### src/rtl/outwin_decoder.sv
module outwin_decoder #(
  parameter int ADDR_W   = 32,
  parameter int DATA_W   = 32,
  parameter int N_CHUNK  = 32,
  parameter int CHUNK_LG = 23,
  parameter logic [ADDR_W-1:0] BASE = 32'hF000_0000,
  parameter int MODE_LO  = 7,
  parameter logic [1:0] MODE_ON = 2'b01
) (
  input  logic                   clk,
  input  logic                   rst_n,
  input  logic                   cfg_wr,
  input  logic                   cfg_sel,
  input  logic [DATA_W-1:0]      cfg_wdata,
  input  logic                   addr_vld,
  input  logic [ADDR_W-1:0]      addr_i,
  output logic [N_CHUNK-1:0]     en_rd,
  output logic [DATA_W-1:0]      ctl_rd,
  output logic                   fwd_vld,
  output logic                   fwd_hit,
  output logic [$clog2(N_CHUNK)-1:0] fwd_idx
);
  localparam int IDX_W = $clog2(N_CHUNK);
  localparam logic [ADDR_W:0] SPAN = (ADDR_W+1)'(N_CHUNK) << CHUNK_LG;
  localparam logic [N_CHUNK-1:0] LIVE_MASK = {1'b0, {(N_CHUNK-2){1'b1}}, 1'b0};

  logic [N_CHUNK-1:0] en_q, en_nxt, live;
  logic [DATA_W-1:0]  ctl_q, ctl_nxt;
  logic [ADDR_W:0]    off;
  logic [IDX_W-1:0]   idx;
  logic               in_rng, mode_on;

  assign en_nxt  = (cfg_wr && !cfg_sel) ? cfg_wdata[N_CHUNK-1:0] : en_q;
  assign ctl_nxt = (cfg_wr &&  cfg_sel) ? cfg_wdata : ctl_q;

  assign off     = {1'b0, addr_i} - {1'b0, BASE};
  assign in_rng  = (addr_i >= BASE) && (off < SPAN);
  assign idx     = off[CHUNK_LG +: IDX_W];
  assign live    = en_nxt & LIVE_MASK;
  assign mode_on = ctl_nxt[MODE_LO +: 2] == MODE_ON;

  always_ff @(posedge clk) begin
    if (!rst_n) begin
      en_q    <= '0;
      ctl_q   <= '0;
      fwd_vld <= 1'b0;
      fwd_hit <= 1'b0;
      fwd_idx <= '0;
    end else begin
      en_q    <= en_nxt;
      ctl_q   <= ctl_nxt;
      fwd_vld <= addr_vld;
      fwd_hit <= addr_vld && in_rng && mode_on && live[idx];
      fwd_idx <= (addr_vld && in_rng) ? idx : '0;
    end
  end

  assign en_rd  = en_q;
  assign ctl_rd = ctl_q;
endmodule


### config.mk
export PLATFORM = sky130hd
export DESIGN_NAME = outwin_decoder
export DESIGN_NICKNAME = d
export VERILOG_FILES = /design/src/rtl/outwin_decoder.sv
export SDC_FILE = /design/constraint.sdc
export NUM_CORES = 1
export LEC_CHECK = 0
export CORE_ASPECT_RATIO = 1.1
export CORE_UTILIZATION = 35
export CTS_BUF_LIST = sky130_fd_sc_hd__clkbuf_4 sky130_fd_sc_hd__clkbuf_8
export DETAILED_ROUTE_END_ITERATION = 6
export DONT_BUFFER_PORTS = 1
export HOLD_SLACK_MARGIN = 0.05
export MAX_ROUTING_LAYER = met4
export PLACE_DENSITY_LB_ADDON = 0.25
export SLEW_MARGIN = 20
export SYNTH_ARGS = -nofsm -noshare
export SYNTH_HDL_FRONTEND = slang
export SYNTH_SLANG_ARGS = --single-unit
### constraint.sdc
create_clock -name clk -period 1.7 [get_ports clk]
set_input_delay 0.085 -clock clk [delete_from_list [all_inputs] [get_ports clk]]
set_output_delay 0.085 -clock clk [all_outputs]
set_load 0.02 [all_outputs]
==> results of run 1 <==
-- routing by layer --
| metal | up-vias | part of all wire, % | global-route usage (%) |
|---|---|---|---|
| met5 | - | 0 | - |
| met4 | 0 | 1.9 | 7.814 |
| met3 | 10 | 6.3 | 4.480 |
| met2 | 81 | 49 | 31.00 |
| met1 | 1081 | 43 | 21.71 |
| li1 | 1126 | - | - |
-- path summary, 6_finish.rpt --
kind / start / to
worst min register to register: en_rd[4] / en_rd[4]
worst min-delay path: cfg_sel / ctl_rd[7]
worst max register to register: en_rd[22] / fwd_hit
worst max-delay path: en_rd[22] / fwd_hit
-- logic make-up (layout without fill, tap and decap cells) --
group,count (synthesis),after routing
adder cells (fa/ha/maj),1,1
AND/OR/NAND/NOR,123,123
flip-flops,71,71
buffers and inverters,21,87
AO/OA/AOI/OAI,47,47
multiplexers,35,35
-- flip-flops by register name, summed over array words and instances, names as in the netlist --
| name | flops |
|---|---|
| fwd_hit | 1 |
| en_rd | 32 |
| fwd_idx | 5 |
| fwd_vld | 1 |
| ctl_rd | 32 |
-- area by class of cell --
type	count	area share (%)
Tap cell	108	3.567
Multi-Input combinational cell	206	36.13
Clock buffer	9	3.269
Timing Repair Buffer	70	17.31
Sequential cell	71	37.52
Clock inverter	7	2.114
Inverter	1	0.09908
-- synthesized netlist by cell type (2+ instances only) --
library cell	number	area [um2]
dfxtp_1	71	1421
nand2_1	66	247.7
mux2i_1	33	330.3
nor2b_1	33	206.5
a21boi_0	31	232.7
clkbuf_1	16	60.06
a22oi_1	5	37.54
and3_1	5	31.28
and2_1	3	18.77
buf_12	3	60.06
nand3_1	3	15.01
nor2_1	3	11.26
and2b_1	2	15.01
mux4_2	2	45.04
nand2b_1	2	12.51
-- repair_timing --
action,in CTS,in global routing
hold buffers,43,0
endpoints found under the hold margin,71,0
setup endpoints to repair,0,0
-- report_power, final --
group	total, uW	switching [uW]	internal, uW
clock	1410	714	696
sequential	1840	103	1740
combinational	451	223	228
total	3700	1040	2660
-- worst reg2reg max path, delay by kind of cell (launching register included) --
family / cells / cell delay (ps)
simple gates: 1 / 50
mux: 1 / 270
flops: 1 / 380
compound gates: 3 / 710
-- metrics by stage --
step                      std cells  power, uW  area [um2]
after floorplan                 298       2145        2925
after global placement          413       2207        3144
after detailed placement        413       2216        3144
after CTS                       472       3746        3789
after global routing            472       3866        3789
final                           472       3699        3789
==> flow_results.xml, run 1 <==
<?xml version="1.0" encoding="UTF-8"?>
<metrics>
  <group name="cts">
    <metric name="cts_max_path_buffers" unit="">2</metric>
    <metric name="clock_tree_from_tritoncts" unit="">done</metric>
    <metric name="clkSinkCount" unit="">71</metric>
    <metric name="cts.clk_slew.worst_paths" unit="ps">80</metric>
    <metric name="cts-buffers-inserted" unit="">9</metric>
    <metric name="cts_setup_buffers" unit="">0</metric>
    <metric name="cts.htree.levels" unit="">3</metric>
    <metric name="cts-resized-gates" unit="">0</metric>
    <metric name="clock_latency" unit="ps">340</metric>
    <metric name="cts-root-buf" unit="">clkbuf_8</metric>
  </group>
  <group name="worst_setup_path">
    <metric name="critical_path.max_fanout" unit="">2</metric>
    <metric name="cp_data_required_time" unit="ps">1940</metric>
    <metric name="cpMaxStageDelayCell" unit="">dfxtp_1</metric>
    <metric name="critical_path_start_end_classification" unit="">flip-flop to flip-flop</metric>
    <metric name="worstSetupPathDepth" unit="">5</metric>
    <metric name="worstSetupEndpointType" unit="">flip-flop</metric>
    <metric name="critical-path-top-delay-family" unit="">compound AO/OA/AOI/OAI gates</metric>
    <metric name="cp_data_arrival_time" unit="ps">1760</metric>
    <metric name="crit_buf_inv" unit="">0</metric>
    <metric name="worst_setup_path_start_kind" unit="">flip-flop</metric>
    <metric name="ff2ff_path_depth" unit="">5</metric>
    <metric name="reg2reg_slack" unit="ps">180</metric>
    <metric name="path_cells" unit="">mux2i_1 -&gt; a22oi_1 -&gt; a211o_1 -&gt; a32oi_1 -&gt; nor4_2</metric>
    <metric name="max_stage_delay" unit="ps">380</metric>
  </group>
  <group name="grt">
    <metric name="antenna_found_initial" unit="">0</metric>
    <metric name="grt_pass1_wl" unit="um">11820</metric>
    <metric name="total_gr_overflow" unit="">0</metric>
    <metric name="grt_pass1_vias" unit="">2361</metric>
    <metric name="pin_count_of_the_biggest_net_entering_global_routing" unit="">70</metric>
    <metric name="grt.total_usage" unit="%">18.86</metric>
  </group>
  <group name="timing">
    <metric name="max-slew-margin-rel" unit="%">79.06</metric>
    <metric name="slew_viol_final" unit="">0</metric>
    <metric name="totalNegativeSetupSlack" unit="ps">0</metric>
    <metric name="fmaxAchievable" unit="MHz">659.7</metric>
    <metric name="fin_worst_skew" unit="ps">6.874</metric>
    <metric name="finalHoldWorstSlack" unit="ps">61.25</metric>
    <metric name="worst_slew_pin_slew" unit="ps">305.4</metric>
    <metric name="finalHoldViolations" unit="">0</metric>
    <metric name="layout_worst_path_cycle_share" unit="%">89.16</metric>
    <metric name="postLayoutSetupSlackWorst" unit="ps">184.3</metric>
    <metric name="count_of_endpoints_failing_setup_in_the_final_report" unit="">0</metric>
    <metric name="period_needed" unit="ps">1516</metric>
    <metric name="rsz0062_at_grt" unit="">no</metric>
  </group>
  <group name="placement">
    <metric name="io_buffers" unit="">0</metric>
    <metric name="place.gp.congestion" unit="">0.7675</metric>
    <metric name="dp_worst_setup_slack" unit="ps">155.6</metric>
    <metric name="detailed_placer_s_ending_hpwl" unit="um">5083</metric>
  </group>
  <group name="routing">
    <metric name="final_antenna_net_count" unit="">0</metric>
    <metric name="drc_errors" unit="">0</metric>
    <metric name="detail_route.vias_per_cell" unit="">4.869</metric>
    <metric name="drt_iter0_drc" unit="">87</metric>
    <metric name="detail_route.wl_per_cell" unit="um">16.53</metric>
    <metric name="detail_route.first_pass.iterations" unit="">4</metric>
    <metric name="finalWirelength" unit="um">7803</metric>
    <metric name="detailroute.via_count" unit="">2298</metric>
  </group>
  <group name="synthesis">
    <metric name="yosys.cell_types.count" unit="">35</metric>
    <metric name="yosys.area_share.adder" unit="%">0.4277</metric>
    <metric name="synth_edf_count" unit="">0</metric>
    <metric name="area_fraction_in_compound_gates_after_synthesis" unit="%">12.49</metric>
    <metric name="yosys_most_used_dff" unit="">dfxtp_1</metric>
    <metric name="post_synth_xor_area_fraction" unit="%">0</metric>
    <metric name="yosys-mux-area-fraction" unit="%">12.83</metric>
    <metric name="synth.cell_area" unit="um2">2925</metric>
    <metric name="number_of_cells_produced_by_synthesis" unit="">298</metric>
    <metric name="synthSimpleGateAreaFrac" unit="%">21.04</metric>
    <metric name="seq_area_frac_synth" unit="%">48.59</metric>
    <metric name="yosys_register_bits" unit="">71</metric>
    <metric name="syn_nets" unit="">368</metric>
    <metric name="synth.avg_cell_area" unit="um2">9.816</metric>
    <metric name="yosys_warnings" unit="">0</metric>
    <metric name="largest_family_of_logic_cells_by_synthesized_area" unit="">simple AND/OR/NAND/NOR gates</metric>
    <metric name="asyncSetResetFlopFracSynth" unit="%">0</metric>
  </group>
  <group name="finish">
    <metric name="layout_commonest_cell" unit="">dfxtp_1</metric>
    <metric name="finish.net_count" unit="">429</metric>
    <metric name="mostFrequentLayoutCells" unit="">dfxtp_1, nand2_1, dlygate4sd3_1</metric>
    <metric name="area_delta_synth_final" unit="%">29.51</metric>
    <metric name="antenna_cells" unit="">0</metric>
    <metric name="multi_input_comb_area" unit="um2">1369</metric>
    <metric name="layout_cell_share_with_drive_strength_beyond_1" unit="%">13.46</metric>
    <metric name="nFillCells" unit="">796</metric>
    <metric name="area.sequential" unit="um2">1421</metric>
    <metric name="final_util" unit="%">47.37</metric>
  </group>
  <group name="pwr">
    <metric name="vdd.ir_drop.worst" unit="mV">0.4886</metric>
    <metric name="pwr_density_cell" unit="nW/um2">976.4</metric>
    <metric name="power.static_leakage" unit="uW">0.001604</metric>
  </group>
  <group name="floorplan">
    <metric name="die_h" unit="um">97.89</metric>
    <metric name="fp.coreArea" unit="um2">7998</metric>
    <metric name="core.rowCount" unit="">34</metric>
    <metric name="design.die.area" unit="um2">8728</metric>
    <metric name="initial_core_util" unit="%">36.58</metric>
    <metric name="io_pins" unit="">140</metric>
    <metric name="fp.dieW" unit="um">89.17</metric>
  </group>
  <group name="outcome">
    <metric name="run_status" unit="">complete, no violations</metric>
  </group>
  <group name="flow_run">
    <metric name="drv.max_cap_violation_count" unit="">0</metric>
  </group>
  <group name="hold_path">
    <metric name="hold_class" unit="">input pin to flip-flop</metric>
    <metric name="hold_path_depth" unit="">3</metric>
  </group>
</metrics>
No activity file was read; power rests on OpenSTA's default activity.
==> run 2: changes to the inputs <==
--- a/config.mk
+++ b/config.mk
@@ -13,6 +13,7 @@
 export HOLD_SLACK_MARGIN = 0.05
 export MAX_ROUTING_LAYER = met4
 export PLACE_DENSITY_LB_ADDON = 0.25
+export RECOVER_POWER = 50
 export SLEW_MARGIN = 20
 export SYNTH_ARGS = -nofsm -noshare
 export SYNTH_HDL_FRONTEND = slang
==> flow_results.xml, run 2 (synthesized netlist as in run 1, its figures left out) <==
<?xml version="1.0" encoding="UTF-8"?>
<metrics>
  <group name="worst_setup_path">
    <metric name="critical_path_start_end_classification" unit="">flip-flop to flip-flop</metric>
    <metric name="reg2reg_to" unit="">fwd_hit</metric>
    <metric name="timing.rr.start" unit="">en_rd[22]</metric>
    <metric name="critical_path.max_fanout" unit="">2</metric>
    <metric name="crit_start" unit="">en_rd[22]</metric>
    <metric name="worstSetupEndpointType" unit="">flip-flop</metric>
    <metric name="cpMaxStageDelayCell" unit="">dfxtp_1</metric>
    <metric name="path_cells" unit="">mux2i_1 -&gt; a22oi_1 -&gt; a211o_1 -&gt; a32oi_1 -&gt; nor4_2</metric>
    <metric name="reg2reg_slack" unit="ps">180</metric>
    <metric name="cp_data_required_time" unit="ps">1940</metric>
    <metric name="worstSetupPathDepth" unit="">5</metric>
    <metric name="cp_data_arrival_time" unit="ps">1760</metric>
    <metric name="ff2ff_path_depth" unit="">5</metric>
    <metric name="worst_setup_path_start_kind" unit="">flip-flop</metric>
    <metric name="crit_buf_inv" unit="">0</metric>
    <metric name="critical-path-top-delay-family" unit="">compound AO/OA/AOI/OAI gates</metric>
    <metric name="max_stage_delay" unit="ps">380</metric>
    <metric name="critical_path.endpoint" unit="">fwd_hit</metric>
  </group>
  <group name="floorplan">
    <metric name="die_h" unit="um">97.89</metric>
    <metric name="fp.coreArea" unit="um2">7998</metric>
    <metric name="io_pins" unit="">140</metric>
    <metric name="core.rowCount" unit="">34</metric>
    <metric name="design.die.area" unit="um2">8728</metric>
    <metric name="initial_core_util" unit="%">36.58</metric>
    <metric name="fp.dieW" unit="um">89.17</metric>
  </group>
  <group name="outcome">
    <metric name="run_status" unit="">complete, no violations</metric>
  </group>
  <group name="timing">
    <metric name="slew_viol_final" unit="">0</metric>
    <metric name="fmaxAchievable" unit="MHz">659.7</metric>
    <metric name="finalHoldWorstSlack" unit="ps">60.22</metric>
    <metric name="fin_worst_skew" unit="ps">6.874</metric>
    <metric name="period_needed" unit="ps">1516</metric>
    <metric name="finalHoldViolations" unit="">0</metric>
    <metric name="rsz0062_at_grt" unit="">no</metric>
    <metric name="layout_worst_path_cycle_share" unit="%">89.17</metric>
    <metric name="max-slew-margin-rel" unit="%">79.06</metric>
    <metric name="worst_slew_pin_slew" unit="ps">305.4</metric>
    <metric name="count_of_endpoints_failing_setup_in_the_final_report" unit="">0</metric>
    <metric name="totalNegativeSetupSlack" unit="ps">0</metric>
  </group>
  <group name="pwr">
    <metric name="total_switching_power" unit="uW">1038</metric>
    <metric name="internal-power" unit="uW">2659</metric>
    <metric name="pwr_density_cell" unit="nW/um2">977.0</metric>
    <metric name="power.share.combinational" unit="%">12.2</metric>
    <metric name="share_seq_of_total_power" unit="%">49.7</metric>
    <metric name="p_clk_share" unit="%">38.1</metric>
    <metric name="vdd.ir_drop.worst" unit="mV">0.4876</metric>
    <metric name="switching_share" unit="%">28.08</metric>
    <metric name="power.static_leakage" unit="uW">0.001599</metric>
  </group>
  <group name="grt">
    <metric name="pin_count_of_the_biggest_net_entering_global_routing" unit="">70</metric>
    <metric name="grt_pass1_wl" unit="um">11820</metric>
    <metric name="antenna_found_initial" unit="">0</metric>
    <metric name="grt.total_usage" unit="%">18.86</metric>
    <metric name="grt_pass1_vias" unit="">2361</metric>
    <metric name="total_gr_overflow" unit="">0</metric>
  </group>
  <group name="routing">
    <metric name="finalWirelength" unit="um">7794</metric>
    <metric name="detail_route.vias_per_cell" unit="">4.862</metric>
    <metric name="drc_errors" unit="">0</metric>
    <metric name="final_antenna_net_count" unit="">0</metric>
    <metric name="detail_route.first_pass.iterations" unit="">4</metric>
    <metric name="detailroute.via_count" unit="">2295</metric>
    <metric name="drt_iter0_drc" unit="">90</metric>
    <metric name="detail_route.wl_per_cell" unit="um">16.51</metric>
  </group>
  <group name="cts">
    <metric name="cts_max_path_buffers" unit="">2</metric>
    <metric name="clock_latency" unit="ps">340</metric>
    <metric name="cts-root-buf" unit="">clkbuf_8</metric>
    <metric name="cts-buffers-inserted" unit="">9</metric>
    <metric name="cts.clk_slew.worst_paths" unit="ps">80</metric>
    <metric name="clkSinkCount" unit="">71</metric>
    <metric name="cts-resized-gates" unit="">0</metric>
    <metric name="clock_tree_from_tritoncts" unit="">done</metric>
    <metric name="cts.htree.levels" unit="">3</metric>
  </group>
  <group name="placement">
    <metric name="io_buffers" unit="">0</metric>
    <metric name="place.gp.congestion" unit="">0.7675</metric>
    <metric name="detailed_placer_s_ending_hpwl" unit="um">5083</metric>
    <metric name="dp.cells" unit="">413</metric>
  </group>
  <group name="hold_path">
    <metric name="hold_path_startpoint" unit="">addr_i[31]</metric>
    <metric name="hold_class" unit="">input pin to flip-flop</metric>
  </group>
  <group name="finish">
    <metric name="fin_cells" unit="">472</metric>
    <metric name="antenna_cells" unit="">0</metric>
    <metric name="area_delta_synth_final" unit="%">29.38</metric>
    <metric name="mostFrequentLayoutCells" unit="">dfxtp_1, nand2_1, dlygate4sd3_1</metric>
    <metric name="finish.net_count" unit="">429</metric>
    <metric name="layout_commonest_cell" unit="">dfxtp_1</metric>
    <metric name="final_util" unit="%">47.32</metric>
    <metric name="layout_cell_share_with_drive_strength_beyond_1" unit="%">13.19</metric>
  </group>
  <group name="flow_run">
    <metric name="drv.max_cap_violation_count" unit="">0</metric>
  </group>
</metrics>
run 2: cell count changes in the layout (fill, tap and decap cells not counted):
cell,change
buf_4,-1
clkbuf_1,+1
run 2: per-stage QoR:
step                      setup WS, ps  area (um2)  total power, uW
after floorplan                  273.4        2925             2145
after global placement           194.1        3144             2207
after detailed placement         155.6        3144             2216
after CTS                        202.3        3789             3746
after global routing             104.5        3785             3866
final                            184.2        3785             3698
run 2: layout make-up:
class	count	area, um2
clock buffers	9	123.9
clock inverters	7	80.08
fillers	795	4213
inverters	1	3.754
multi-input cells	206	1369
flip-flops and latches	71	1421
well taps	108	135.1
repair buffers	70	651.9
run 2: worst reg2reg max path: stages (launching register included):
cell and delay [ps]:
dfxtp_1 380, mux2i_1 270, a22oi_1 140, a211o_1 330, a32oi_1 240, nor4_2 50
run 2: power groups by stage:
stage	Clock [uW]	Combinational, uW	Sequential (uW)
6_report	1410	451	1840
5_1_grt	1520	493	1850
4_1_cts	1450	455	1840
3_5_place_dp	0	338	1880
3_3_place_gp	0	331	1880
2_1_floorplan	0	248	1900
run 2: how the worst min path moves through the flow:
stage	to	slack (ps)	cells past startpoint
final	fwd_hit	60	4
after global routing	fwd_hit	60	2
after CTS	fwd_hit	50	2
after detailed placement	fwd_vld	220	1
after global placement	fwd_vld	210	1
after floorplan	fwd_vld	210	1
run 2: metal layers:
layer	routed length (um)	GRT usage, %	vias to the layer above	share of wire, %
li1	-	-	1126	-
met3	489	4.480	10	6.3
met5	0	-	-	0
met4	150	7.814	0	1.9
met2	3796	31.00	81	49
met1	3357	21.71	1078	43
run 2: timing repair:
action,4_1_cts,5_1_grt
hold endpoints to repair,71,0
setup buffers,0,0
hold buffers,43,0
==> run 3: changes to the inputs <==
--- a/config.mk
+++ b/config.mk
@@ -6,7 +6,7 @@
 export NUM_CORES = 1
 export LEC_CHECK = 0
 export CORE_ASPECT_RATIO = 1.1
-export CORE_UTILIZATION = 35
+export CORE_UTILIZATION = 65
 export CTS_BUF_LIST = sky130_fd_sc_hd__clkbuf_4 sky130_fd_sc_hd__clkbuf_8
 export DETAILED_ROUTE_END_ITERATION = 6
 export DONT_BUFFER_PORTS = 1
==> flow_results.xml, run 3 (synthesized netlist as in run 1, its figures left out) <==
<?xml version="1.0" encoding="UTF-8"?>
<metrics>
  <group name="grt">
    <metric name="grt.total_usage" unit="%">31.68</metric>
    <metric name="gr-usage-met3" unit="%">9.434</metric>
    <metric name="met1_usage" unit="%">35.66</metric>
    <metric name="busiest_layer" unit="">met2</metric>
    <metric name="grt_pass1_vias" unit="">2330</metric>
    <metric name="pin_count_of_the_biggest_net_entering_global_routing" unit="">70</metric>
    <metric name="grt_pass1_wl" unit="um">11080</metric>
    <metric name="met2_usage" unit="%">54.08</metric>
    <metric name="antenna_found_initial" unit="">0</metric>
    <metric name="total_gr_overflow" unit="">0</metric>
  </group>
  <group name="floorplan">
    <metric name="io_pins" unit="">140</metric>
    <metric name="fp.dieW" unit="um">65.97</metric>
    <metric name="design.die.area" unit="um2">4773</metric>
    <metric name="die_h" unit="um">72.36</metric>
    <metric name="fp.coreArea" unit="um2">4317</metric>
    <metric name="core.rowCount" unit="">25</metric>
    <metric name="initial_core_util" unit="%">67.77</metric>
  </group>
  <group name="flow_run">
    <metric name="drv.max_cap_violation_count" unit="">0</metric>
  </group>
  <group name="timing">
    <metric name="slew_viol_final" unit="">0</metric>
    <metric name="finalHoldViolations" unit="">0</metric>
    <metric name="layout_worst_path_cycle_share" unit="%">85.32</metric>
    <metric name="fmaxAchievable" unit="MHz">689.4</metric>
    <metric name="period_needed" unit="ps">1450</metric>
    <metric name="totalNegativeSetupSlack" unit="ps">0</metric>
    <metric name="count_of_endpoints_failing_setup_in_the_final_report" unit="">0</metric>
    <metric name="max-slew-margin-rel" unit="%">79.52</metric>
    <metric name="fin_worst_skew" unit="ps">6.590</metric>
    <metric name="rsz0062_at_grt" unit="">no</metric>
    <metric name="worst_slew_pin_slew" unit="ps">298.7</metric>
  </group>
  <group name="pwr">
    <metric name="vdd.ir_drop.worst" unit="mV">0.9238</metric>
    <metric name="power.static_leakage" unit="uW">0.001583</metric>
    <metric name="pwr_density_cell" unit="nW/um2">994.5</metric>
  </group>
  <group name="cts">
    <metric name="cts.clk_slew.worst_paths" unit="ps">80</metric>
    <metric name="clkSinkCount" unit="">71</metric>
    <metric name="cts-buffers-inserted" unit="">9</metric>
    <metric name="clock_tree_from_tritoncts" unit="">done</metric>
    <metric name="clock_latency" unit="ps">330</metric>
    <metric name="cts.htree.levels" unit="">3</metric>
    <metric name="cts_max_path_buffers" unit="">2</metric>
    <metric name="cts-root-buf" unit="">clkbuf_8</metric>
  </group>
  <group name="routing">
    <metric name="final_antenna_net_count" unit="">0</metric>
    <metric name="detail_route.first_pass.iterations" unit="">4</metric>
    <metric name="detail_route.wl_per_cell" unit="um">17.74</metric>
    <metric name="drt_iter0_drc" unit="">116</metric>
    <metric name="drc_errors" unit="">0</metric>
    <metric name="detail_route.vias_per_cell" unit="">5.710</metric>
    <metric name="finalWirelength" unit="um">7292</metric>
    <metric name="detailroute.via_count" unit="">2347</metric>
  </group>
  <group name="finish">
    <metric name="final_util" unit="%">85.25</metric>
    <metric name="antenna_cells" unit="">0</metric>
    <metric name="final_cell_area" unit="um2">3680</metric>
    <metric name="multi_input_comb_area" unit="um2">1369</metric>
    <metric name="area_delta_synth_final" unit="%">25.79</metric>
    <metric name="mostFrequentLayoutCells" unit="">dfxtp_1, nand2_1, dlygate4sd3_1</metric>
    <metric name="layout_commonest_cell" unit="">dfxtp_1</metric>
    <metric name="layout_cell_share_with_drive_strength_beyond_1" unit="%">12.32</metric>
    <metric name="fin_cells" unit="">411</metric>
    <metric name="finish.net_count" unit="">422</metric>
    <metric name="nFillCells" unit="">247</metric>
    <metric name="area.sequential" unit="um2">1421</metric>
  </group>
  <group name="placement">
    <metric name="dp.cells" unit="">354</metric>
    <metric name="postPlaceCellArea" unit="um2">3052</metric>
    <metric name="detailed_placer_s_ending_hpwl" unit="um">4219</metric>
    <metric name="io_buffers" unit="">0</metric>
    <metric name="place.gp.congestion" unit="">0.7794</metric>
  </group>
  <group name="worst_setup_path">
    <metric name="critical_path_start_end_classification" unit="">flip-flop to flip-flop</metric>
    <metric name="path_cells" unit="">mux2i_1 -&gt; a22oi_1 -&gt; a211o_1 -&gt; a32oi_1 -&gt; nor4_2</metric>
    <metric name="cpMaxStageDelayCell" unit="">dfxtp_1</metric>
    <metric name="crit_buf_inv" unit="">0</metric>
    <metric name="worst_setup_path_start_kind" unit="">flip-flop</metric>
    <metric name="cp_data_arrival_time" unit="ps">1680</metric>
    <metric name="worstSetupEndpointType" unit="">flip-flop</metric>
    <metric name="critical-path-top-delay-family" unit="">compound AO/OA/AOI/OAI gates</metric>
    <metric name="max_stage_delay" unit="ps">390</metric>
    <metric name="cp_data_required_time" unit="ps">1930</metric>
    <metric name="critical_path.max_fanout" unit="">2</metric>
  </group>
  <group name="hold_path">
    <metric name="hold_class" unit="">input pin to flip-flop</metric>
  </group>
  <group name="outcome">
    <metric name="run_status" unit="">complete, no violations</metric>
  </group>
</metrics>
run 3: tightest hold or removal path, stage by stage:
cell and delay, ps:
nand3b_1 80, a32oi_1 60, nor4_2 130
run 3: report_power, final:
part / internal [uW] / switching (uW) / total [uW]
Clock: 755 / 618 / 1370
Sequential: 1740 / 109 / 1840
Combinational: 224 / 218 / 442
Total: 2710 / 945 / 3660
run 3: worst paths after layout:
check	start	endpoint	slack (ps)	cells past startpoint
max	en_rd[21]	fwd_hit	250	5
min	addr_i[26]	fwd_hit	70	3
max reg2reg	en_rd[21]	fwd_hit	250	5
min reg2reg	en_rd[7]	en_rd[7]	560	2
run 3: metal layers:
layer  up-vias  wire [um]
li1       1119          -
met1      1104       2822
met2       116       3753
met3         8        651
met4         0         64
met5         -          0
run 3: cell type report:
cell class	count	area share [%]
inverter	1	0.1020
clock inverter	5	1.530
timing repair buffer	63	16.59
tap	54	1.836
sequential	71	38.63
multi-input combinational	206	37.20
clock buffer	11	4.114
run 3: stage by stage:
step                      setup WS [ps]  total power [uW]  hold WS (ps)
after floorplan                   273.4              2145         206.7
after global placement            253.1              2192         208.7
after detailed placement          226.5              2203         212.1
after CTS                         272.9              3663         65.79
after global routing              103.2              3794         82.33
final                             249.5              3660         74.66
run 3: repair_timing:
item                      4_1_cts  5_1_grt
hold endpoints to repair       71        0
buffers inserted                0        0
gates resized for setup         0        0
hold buffers                   41        0
